### src/rtl/iram_pkg.sv
package iram_pkg;

  typedef enum logic [3:0] {
    OP_IDLE   = 4'd0,
    OP_DIR_RD = 4'd1,
    OP_DIR_WR = 4'd2,
    OP_REG_RD = 4'd3,
    OP_REG_WR = 4'd4,
    OP_IND_RD = 4'd5,
    OP_IND_WR = 4'd6,
    OP_BIT_RD = 4'd7,
    OP_BIT_WR = 4'd8,
    OP_PUSH   = 4'd9,
    OP_POP    = 4'd10
  } iram_op_e;

  typedef enum logic [1:0] {
    TGT_NONE = 2'd0,
    TGT_RAM  = 2'd1,
    TGT_SFR  = 2'd2,
    TGT_SP   = 2'd3
  } iram_tgt_e;

  // first byte of a register window
  function automatic logic [7:0] window_base(input logic [1:0] bank);
    return {3'b000, bank, 3'b000};
  endfunction

  // byte holding a bit of the bit-addressable area
  function automatic logic [7:0] bit_home(input logic [7:0] area, input logic [3:0] idx);
    return area + {4'b0000, idx};
  endfunction

  function automatic logic [7:0] bit_select(input logic [2:0] pos);
    return 8'd1 << pos;
  endfunction

  function automatic logic [7:0] sp_inc(input logic [7:0] v);
    return v + 8'd1;
  endfunction

  function automatic logic [7:0] sp_dec(input logic [7:0] v);
    return v - 8'd1;
  endfunction

  function automatic logic op_writes(input iram_op_e o);
    return (o == OP_DIR_WR) || (o == OP_REG_WR) || (o == OP_IND_WR) ||
           (o == OP_BIT_WR) || (o == OP_PUSH);
  endfunction

endpackage

### src/rtl/iram_store.sv
module iram_store
  import iram_pkg::*;
#(
  parameter int DEPTH = 128,
  parameter int AW    = $clog2(DEPTH)
) (
  input  logic          clk,
  input  logic          rst_n,
  input  logic [AW-1:0] ptr_addr,
  output logic [7:0]    ptr_data,
  input  logic [AW-1:0] acc_addr,
  output logic [7:0]    acc_data,
  input  logic          we,
  input  logic [7:0]    wr_mask,
  input  logic [7:0]    wr_data
);

  logic [7:0] mem [DEPTH];

  assign ptr_data = mem[ptr_addr];
  assign acc_data = mem[acc_addr];

  // masked read-modify-write: a byte write uses an all-ones mask
  always_ff @(posedge clk or negedge rst_n) begin
    if (!rst_n) begin
      for (int i = 0; i < DEPTH; i++) mem[i] <= 8'h00;
    end else if (we) begin
      mem[acc_addr] <= (mem[acc_addr] & ~wr_mask) | (wr_data & wr_mask);
    end
  end

  assert_mask_nonzero_R6: assert property (@(posedge clk) disable iff (!rst_n)
    we |-> (wr_mask != 8'h00));

endmodule

### src/rtl/iram_sp.sv
module iram_sp
  import iram_pkg::*;
#(
  parameter logic [7:0] RESET_VAL = 8'h07
) (
  input  logic       clk,
  input  logic       rst_n,
  input  logic       push,
  input  logic       pop,
  input  logic       load,
  input  logic [7:0] load_val,
  output logic [7:0] sp
);

  always_ff @(posedge clk or negedge rst_n) begin
    if (!rst_n)     sp <= RESET_VAL;
    else if (load)  sp <= load_val;
    else if (push)  sp <= sp_inc(sp);
    else if (pop)   sp <= sp_dec(sp);
  end

  assert_push_step_R8: assert property (@(posedge clk) disable iff (!rst_n)
    push |=> (sp == 8'($past(sp) + 8'd1)));

  assert_pop_step_R9: assert property (@(posedge clk) disable iff (!rst_n)
    pop |=> (sp == 8'($past(sp) - 8'd1)));

  assert_sp_hold_R11: assert property (@(posedge clk) disable iff (!rst_n)
    !(push || pop || load) |=> $stable(sp));

  assert_single_cmd_R12: assert property (@(posedge clk) disable iff (!rst_n)
    $onehot0({push, pop, load}));

endmodule

### src/rtl/iram_addr_map.sv
module iram_addr_map
  import iram_pkg::*;
#(
  parameter logic [7:0] BIT_AREA = 8'h20,
  parameter logic [7:0] SP_ADDR  = 8'h81
) (
  input  iram_op_e   op,
  input  logic [7:0] addr,
  input  logic [1:0] bank,
  input  logic [7:0] ptr_val,
  input  logic [7:0] sp,
  output iram_tgt_e  tgt,
  output logic [7:0] byte_addr,
  output logic [7:0] mask,
  output logic [2:0] bit_pos,
  output logic       is_bit,
  output logic       range_err
);

  logic [7:0] push_target;
  assign push_target = sp_inc(sp);

  always_comb begin
    tgt       = TGT_NONE;
    byte_addr = 8'h00;
    mask      = 8'hFF;
    bit_pos   = addr[2:0];
    is_bit    = 1'b0;
    range_err = 1'b0;
    unique case (op)
      OP_DIR_RD, OP_DIR_WR: begin
        byte_addr = addr;
        if (!addr[7])             tgt = TGT_RAM;
        else if (addr == SP_ADDR) tgt = TGT_SP;
        else                      tgt = TGT_SFR;
      end
      OP_REG_RD, OP_REG_WR: begin
        tgt       = TGT_RAM;
        byte_addr = window_base(bank) | {5'b00000, addr[2:0]};
      end
      OP_IND_RD, OP_IND_WR: begin
        byte_addr = ptr_val;
        if (ptr_val[7]) range_err = 1'b1;
        else            tgt       = TGT_RAM;
      end
      OP_BIT_RD, OP_BIT_WR: begin
        is_bit    = 1'b1;
        byte_addr = bit_home(BIT_AREA, addr[6:3]);
        mask      = bit_select(addr[2:0]);
        if (!addr[7]) tgt = TGT_RAM;
      end
      OP_PUSH: begin
        byte_addr = push_target;
        if (push_target[7]) range_err = 1'b1;
        else                tgt       = TGT_RAM;
      end
      OP_POP: begin
        byte_addr = sp;
        if (sp[7]) range_err = 1'b1;
        else       tgt       = TGT_RAM;
      end
      default: ;
    endcase
  end

  // every RAM target must lie in the lower half of the address space
  always_comb begin
    assert_ram_low_R1: assert (tgt != TGT_RAM || !byte_addr[7]);
  end

endmodule

### src/rtl/banked_iram.sv
module banked_iram
  import iram_pkg::*;
#(
  parameter int         RAM_BYTES = 128,
  parameter int         BANK_LSB  = 3,
  parameter logic [7:0] BIT_AREA  = 8'h20,
  parameter logic [7:0] SP_ADDR   = 8'h81,
  parameter logic [7:0] SP_RESET  = 8'h07
) (
  input  logic       clk,
  input  logic       rst_n,
  input  logic [3:0] op,
  input  logic [7:0] addr,
  input  logic [7:0] wdata,
  input  logic       wbit,
  input  logic [7:0] psw,
  input  logic [7:0] sfr_rdata,
  output logic [7:0] rdata,
  output logic       rbit,
  output logic [7:0] sp,
  output logic       ind_err,
  output logic       sfr_sel,
  output logic       sfr_we,
  output logic [7:0] sfr_addr,
  output logic [7:0] sfr_wdata
);

  localparam int AW = $clog2(RAM_BYTES);

  iram_op_e   op_e;
  iram_tgt_e  tgt;
  logic [1:0] bank;
  logic [7:0] ptr_val, acc_val, byte_addr, mask, wr_val;
  logic [2:0] bit_pos;
  logic       is_bit, wr_op;
  logic       ram_we, sp_push, sp_pop, sp_load;
  logic [AW-1:0] ptr_addr;
  logic       unused_bits;

  assign op_e     = iram_op_e'(op);
  assign bank     = psw[BANK_LSB+1:BANK_LSB];
  assign ptr_addr = AW'(window_base(bank) | {7'b0000000, addr[0]});
  assign wr_op    = op_writes(op_e);

  iram_addr_map #(.BIT_AREA(BIT_AREA), .SP_ADDR(SP_ADDR)) u_map (
    .op(op_e), .addr(addr), .bank(bank), .ptr_val(ptr_val), .sp(sp),
    .tgt(tgt), .byte_addr(byte_addr), .mask(mask), .bit_pos(bit_pos),
    .is_bit(is_bit), .range_err(ind_err)
  );

  // named events used by the assertions below
  assign ram_we  = (tgt == TGT_RAM) && wr_op;
  assign sp_load = (tgt == TGT_SP) && wr_op;
  assign sp_push = (op_e == OP_PUSH);
  assign sp_pop  = (op_e == OP_POP);
  assign wr_val  = is_bit ? {8{wbit}} : wdata;

  iram_store #(.DEPTH(RAM_BYTES), .AW(AW)) u_store (
    .clk(clk), .rst_n(rst_n),
    .ptr_addr(ptr_addr), .ptr_data(ptr_val),
    .acc_addr(byte_addr[AW-1:0]), .acc_data(acc_val),
    .we(ram_we), .wr_mask(mask), .wr_data(wr_val)
  );

  iram_sp #(.RESET_VAL(SP_RESET)) u_sp (
    .clk(clk), .rst_n(rst_n), .push(sp_push), .pop(sp_pop),
    .load(sp_load), .load_val(wdata), .sp(sp)
  );

  always_comb begin
    unique case (tgt)
      TGT_RAM: rdata = acc_val;
      TGT_SFR: rdata = sfr_rdata;
      TGT_SP:  rdata = sp;
      default: rdata = 8'h00;
    endcase
  end

  assign rbit      = (tgt == TGT_RAM) && is_bit && acc_val[bit_pos];
  assign sfr_sel   = (tgt == TGT_SFR);
  assign sfr_we    = sfr_sel && wr_op;
  assign sfr_addr  = addr;
  assign sfr_wdata = wdata;

  assign unused_bits = ^{psw, byte_addr[7:AW]};

  assert_err_blocks_write_R5: assert property (@(posedge clk) disable iff (!rst_n)
    ind_err |-> !ram_we && (rdata == 8'h00));

  assert_sfr_exclusive_R2: assert property (@(posedge clk) disable iff (!rst_n)
    sfr_sel |-> !ram_we && !sp_load);

  assert_err_source_R10: assert property (@(posedge clk) disable iff (!rst_n)
    ind_err |-> (op_e == OP_IND_RD || op_e == OP_IND_WR || sp_push || sp_pop));

  assert_idle_quiet_R12: assert property (@(posedge clk) disable iff (!rst_n)
    (op_e == OP_IDLE) |=> $stable(sp));

endmodule

### config.mk
export PLATFORM = sky130hd
export DESIGN_NAME = banked_iram
export DESIGN_NICKNAME = d
export VERILOG_FILES = /design/src/rtl/iram_pkg.sv /design/src/rtl/iram_store.sv /design/src/rtl/iram_sp.sv /design/src/rtl/iram_addr_map.sv /design/src/rtl/banked_iram.sv
export SDC_FILE = /design/constraint.sdc
export NUM_CORES = 2
export LEC_CHECK = 0
export BUFFER_PORTS_ARGS = -buffer_cell sky130_fd_sc_hd__buf_4
export CAP_MARGIN = 25
export CORE_AREA = 2 2 347 263
export DETAILED_ROUTE_END_ITERATION = 7
export DIE_AREA = 0 0 349 265
export PLACE_DENSITY = 0.67
export RECOVER_POWER = 25
export REMOVE_ABC_BUFFERS = 1
export SLEW_MARGIN = 20
export SYNTH_ARGS = -nofsm -noshare
export SYNTH_HDL_FRONTEND = slang
export SYNTH_SLANG_ARGS = --single-unit
### constraint.sdc
create_clock -name clk -period 6.55 [get_ports clk]
set_input_delay 0.3275 -clock clk [delete_from_list [all_inputs] [get_ports clk]]
set_output_delay 0.3275 -clock clk [all_outputs]
set_load 0.005 [all_outputs]
==> Flow_metrics.wiki <==
{| class="wikitable"
! Metric !! Value
|-
| Total CTS buffers || 99
|-
| Clock root cell || clkbuf_16
|-
| Met1 wire length || 70.8 mm
|-
| Detailed route wirelength on metal2 || 72.6 mm
|-
| Final period demand of the worst path || 6.49 ns
|-
| Flop and latch count out of synthesis || 1032
|-
| Floorplan core area || 89000 µm²
|-
| Net count, final || 5314
|-
| Worst-case headroom to the max-slew limit || -2.26
|-
| Max FO, Critical Path || 12
|-
| Violations in the final reports || capacitance limit, slew limit
|-
| Fraction of post-synthesis cell area in the top cell type by area || 0.528
|-
| Met3 routed WL || 23.2 mm
|-
| Clock tree from TritonCTS || done
|-
| Crit path launch type || register
|-
| Die Height || 265 µm
|-
| Max frequency || 0.154 GHz
|-
| Number of library cell types mapped by synthesis || 112
|-
| Via density per instance || 6.41
|-
| Number of maximum-capacitance violations || 1
|-
| # IOs || 75
|-
| Worst-case vdd ir drop || 0.214 mV
|-
| Vias in the first global route || 38400
|-
| Outcome || complete, but fails checks
|-
| Gr ovfl total || 0
|-
| First-pass iteration count of the detailed router || 8
|-
| Die width || 349 µm
|-
| Placed Cells || 6303
|-
| Post-route fraction of the period consumed by the critical path || 0.991
|-
| Pin count of the biggest net entering global routing || 165
|-
| Skew final || 0.0382 ns
|-
| Avg Inst Size Synth || 9.24 µm²
|-
| Synthesized instance count || 5278
|-
| DRC viols || 0
|-
| Critical Path AT || 6.16 ns
|-
| Share of layout cells above drive strength 1 || 0.138
|-
| Number of warnings printed during yosys synthesis || 0
|-
| Starting utilization of the core area || 0.548
|-
| Maximum clock insertion buffer count || 3
|-
| Clock insertion delay at the later pin of the skew report || 0.72 ns
|-
| Filler-free cell count of the finished design || 6525
|-
| Top Layer Used || met5
|-
| Total power density per cell area || 312 nW/µm²
|-
| Classification of the worst setup path || register to output pin
|-
| Initial antenna violation count || 4
|-
| Pleak || 24.7 nW
|-
| First-pass GRT wire length || 258 mm
|-
| Worst Path Required || 6.22 ns
|-
| Routability congestion estimate from global placement || 0.981
|-
| Total number of clock tree sinks || 1032
|-
| Growth of design area from synthesis to finish || 11.4%
|-
| Critical path endpoint category || output pin
|-
| Number of flops mapped to enable cells by yosys || 0
|-
| # rows || 95
|-
| Number of DRC markers after the initial detailed-route iteration || 6170
|-
| Number of hold-slack violations in the final timing report || 0
|-
| Clock edge transition at the registers on the reported setup and hold paths || 0.07 ns
|-
| Total Routing Usage GR || 0.376
|-
| Synth top cells by count || nor2_1, dfrtp_1, a21oi_1
|-
| Transition time at the pin with the least slew margin || 4.89 ns
|-
| ANT nets after route || 0
|-
| Max-slew violation total from the final report || 87
|-
| Largest area contributor in the synthesized netlist || dfrtp_1
|-
| Detail Placement HPWL || 113 mm
|-
| Class of the tightest hold or removal check || input port to register
|-
| Number of levels in the clock H-tree || 3
|-
| Total via count after detailed routing || 41900
|-
| Ys async rst share || 1.00
|-
| Sequential fraction of the synthesis area || 0.529
|-
| Count of buffers from port buffering || 68
|-
| Cell area after technology mapping || 48800 µm²
|-
| DRT Wirelength || 174 mm
|-
| Most frequent cell after synthesis || nor2_1
|-
| Top_reg_cell synth || dfrtp_1
|-
| Final hold slack || 0.170 ns
|-
| Area enclosed by the die boundary || 92500 µm²
|-
| Final setup violation count || 0
|-
| Wirelength per Cell || 26.7 µm
|-
| Total power after layout || 0.0169 W
|-
| RSZ-0062 raised after global routing || no
|-
| Biggest area contributors in the synthesized netlist || dfrtp_1, a21oi_1, nor2_1
|}
-- report_power, final --
part | switching (W) | internal (W)
clock network | 0.00262 | 0.00346
registers | 0.000345 | 0.00684
logic | 0.00251 | 0.00117
total | 0.00548 | 0.0115
-- layout by cell type, fill, tap and decap left out, types with 8 or more instances in the layout --
cell | synthesis | routed
dfrtp_1 | 1029 | 1029
clkbuf_16 | 0 | 100
nor2_1 | 1079 | 1049
and3_1 | 45 | 45
o21ai_0 | 61 | 61
mux2i_1 | 158 | 158
clkinv_2 | 0 | 18
mux2_2 | 150 | 150
nor2_2 | 7 | 26
buf_4 | 57 | 286
a22oi_1 | 26 | 26
dlygate4sd3_1 | 0 | 8
bufinv_16 | 0 | 11
clkbuf_1 | 207 | 42
nand2_1 | 582 | 582
o211ai_1 | 9 | 9
nor2_4 | 0 | 11
buf_12 | 0 | 23
nand3_1 | 165 | 165
a32oi_1 | 33 | 33
a221oi_1 | 10 | 10
o21ai_1 | 12 | 11
o221ai_1 | 19 | 19
nor3_1 | 41 | 40
a32o_1 | 15 | 15
a31oi_1 | 57 | 57
a211oi_1 | 47 | 46
nor4_1 | 8 | 8
a311oi_1 | 20 | 20
nand4_1 | 21 | 21
a21oi_1 | 979 | 979
clkbuf_8 | 0 | 18
o22ai_1 | 41 | 41
inv_1 | 9 | 9
mux4_2 | 19 | 19
-- timing repair --
action                                  4_1_cts  5_1_grt
hold buffers                                  8        0
endpoints found under the setup margin        0        2
setup buffers                                 0        6
hold endpoints to repair                     88        0
gates resized for setup                       0        1
-- sequential cells by signal, summed over array words and instances, names as in the netlist --
signal	count
u_sp.sp	8
u_store.mem	1024
-- final cells by class --
cell class	count	area [µm²]
Fill cell	7582	34700
Sequential cell	1032	25800
Multi-Input combinational cell	3790	20800
Clock buffer	143	2840
Timing Repair Buffer	341	2820
Tap cell	1164	1460
Clock inverter	41	543
Inverter	9	33.8
Antenna cell	5	12.5
-- final timing paths --
path / from / endpoint / slack, ns / cells past startpoint
max: u_sp.sp[0] / rbit / 0.06 / 16
min: wdata[2] / u_sp.sp[2] / 0.17 / 3
max in group asynchronous: rst_n / u_store.mem[459] / 0.96 / 4
min in group asynchronous: rst_n / u_store.mem[845] / 2.13 / 2
max reg2reg: u_sp.sp[0] / u_store.mem[685] / 0.91 / 16
min reg2reg: u_store.mem[764] / u_store.mem[764] / 0.50 / 1
-- stage by stage --
stage	TNS (ns)	util	setup slack (ns)	area [µm²]
after floorplan	-1425.86	-	-2.61	46500
after detailed placement	0	0.570	0.787	50700
final	0	0.611	0.0597	54400
after global placement	0	0.569	0.782	50600
after CTS	0	0.609	0.0962	54200
after global routing	0	0.610	0.0587	54300
-- routing by layer --
metal  up-vias  track usage
met5         -            0
met4         2        0.135
met3       408        0.120
met2      2636        0.526
met1     20500        0.547
li1      18400            -
-- kinds of logic (layout without fill, tap and decap cells) --
| kind of cell | Yosys count | in the layout | synth area share |
|---|---|---|---|
| adders and majority gates | 2 | 2 | 0.000513 |
| buffers and inverters | 456 | 534 | 0.0480 |
| and+or+nand+nor | 2014 | 2014 | 0.171 |
| other | 0 | 5 | 0 |
| xor gates and xnor gates | 9 | 9 | 0.00177 |
| AOI/OAI and AO/OA | 1437 | 1437 | 0.173 |
| DFF | 1032 | 1032 | 0.529 |
| muxes | 328 | 328 | 0.0760 |
-- critical path, cell delays in order, from the launching register on --
cell	delay, ns
dfstp_2	0.63
ha_1	0.25
xor2_1	0.10
a32oi_2	0.19
nand3_1	0.37
buf_4	0.33
nor2_4	0.36
buf_4	0.36
nor2_2	0.18
buf_4	0.24
a31oi_1	0.24
a31oi_1	0.19
nor4_1	0.65
and4_1	0.39
o22ai_1	0.11
a2111oi_2	0.62
buf_4	0.21
Note: power is estimated with default switching activity, not from simulation.
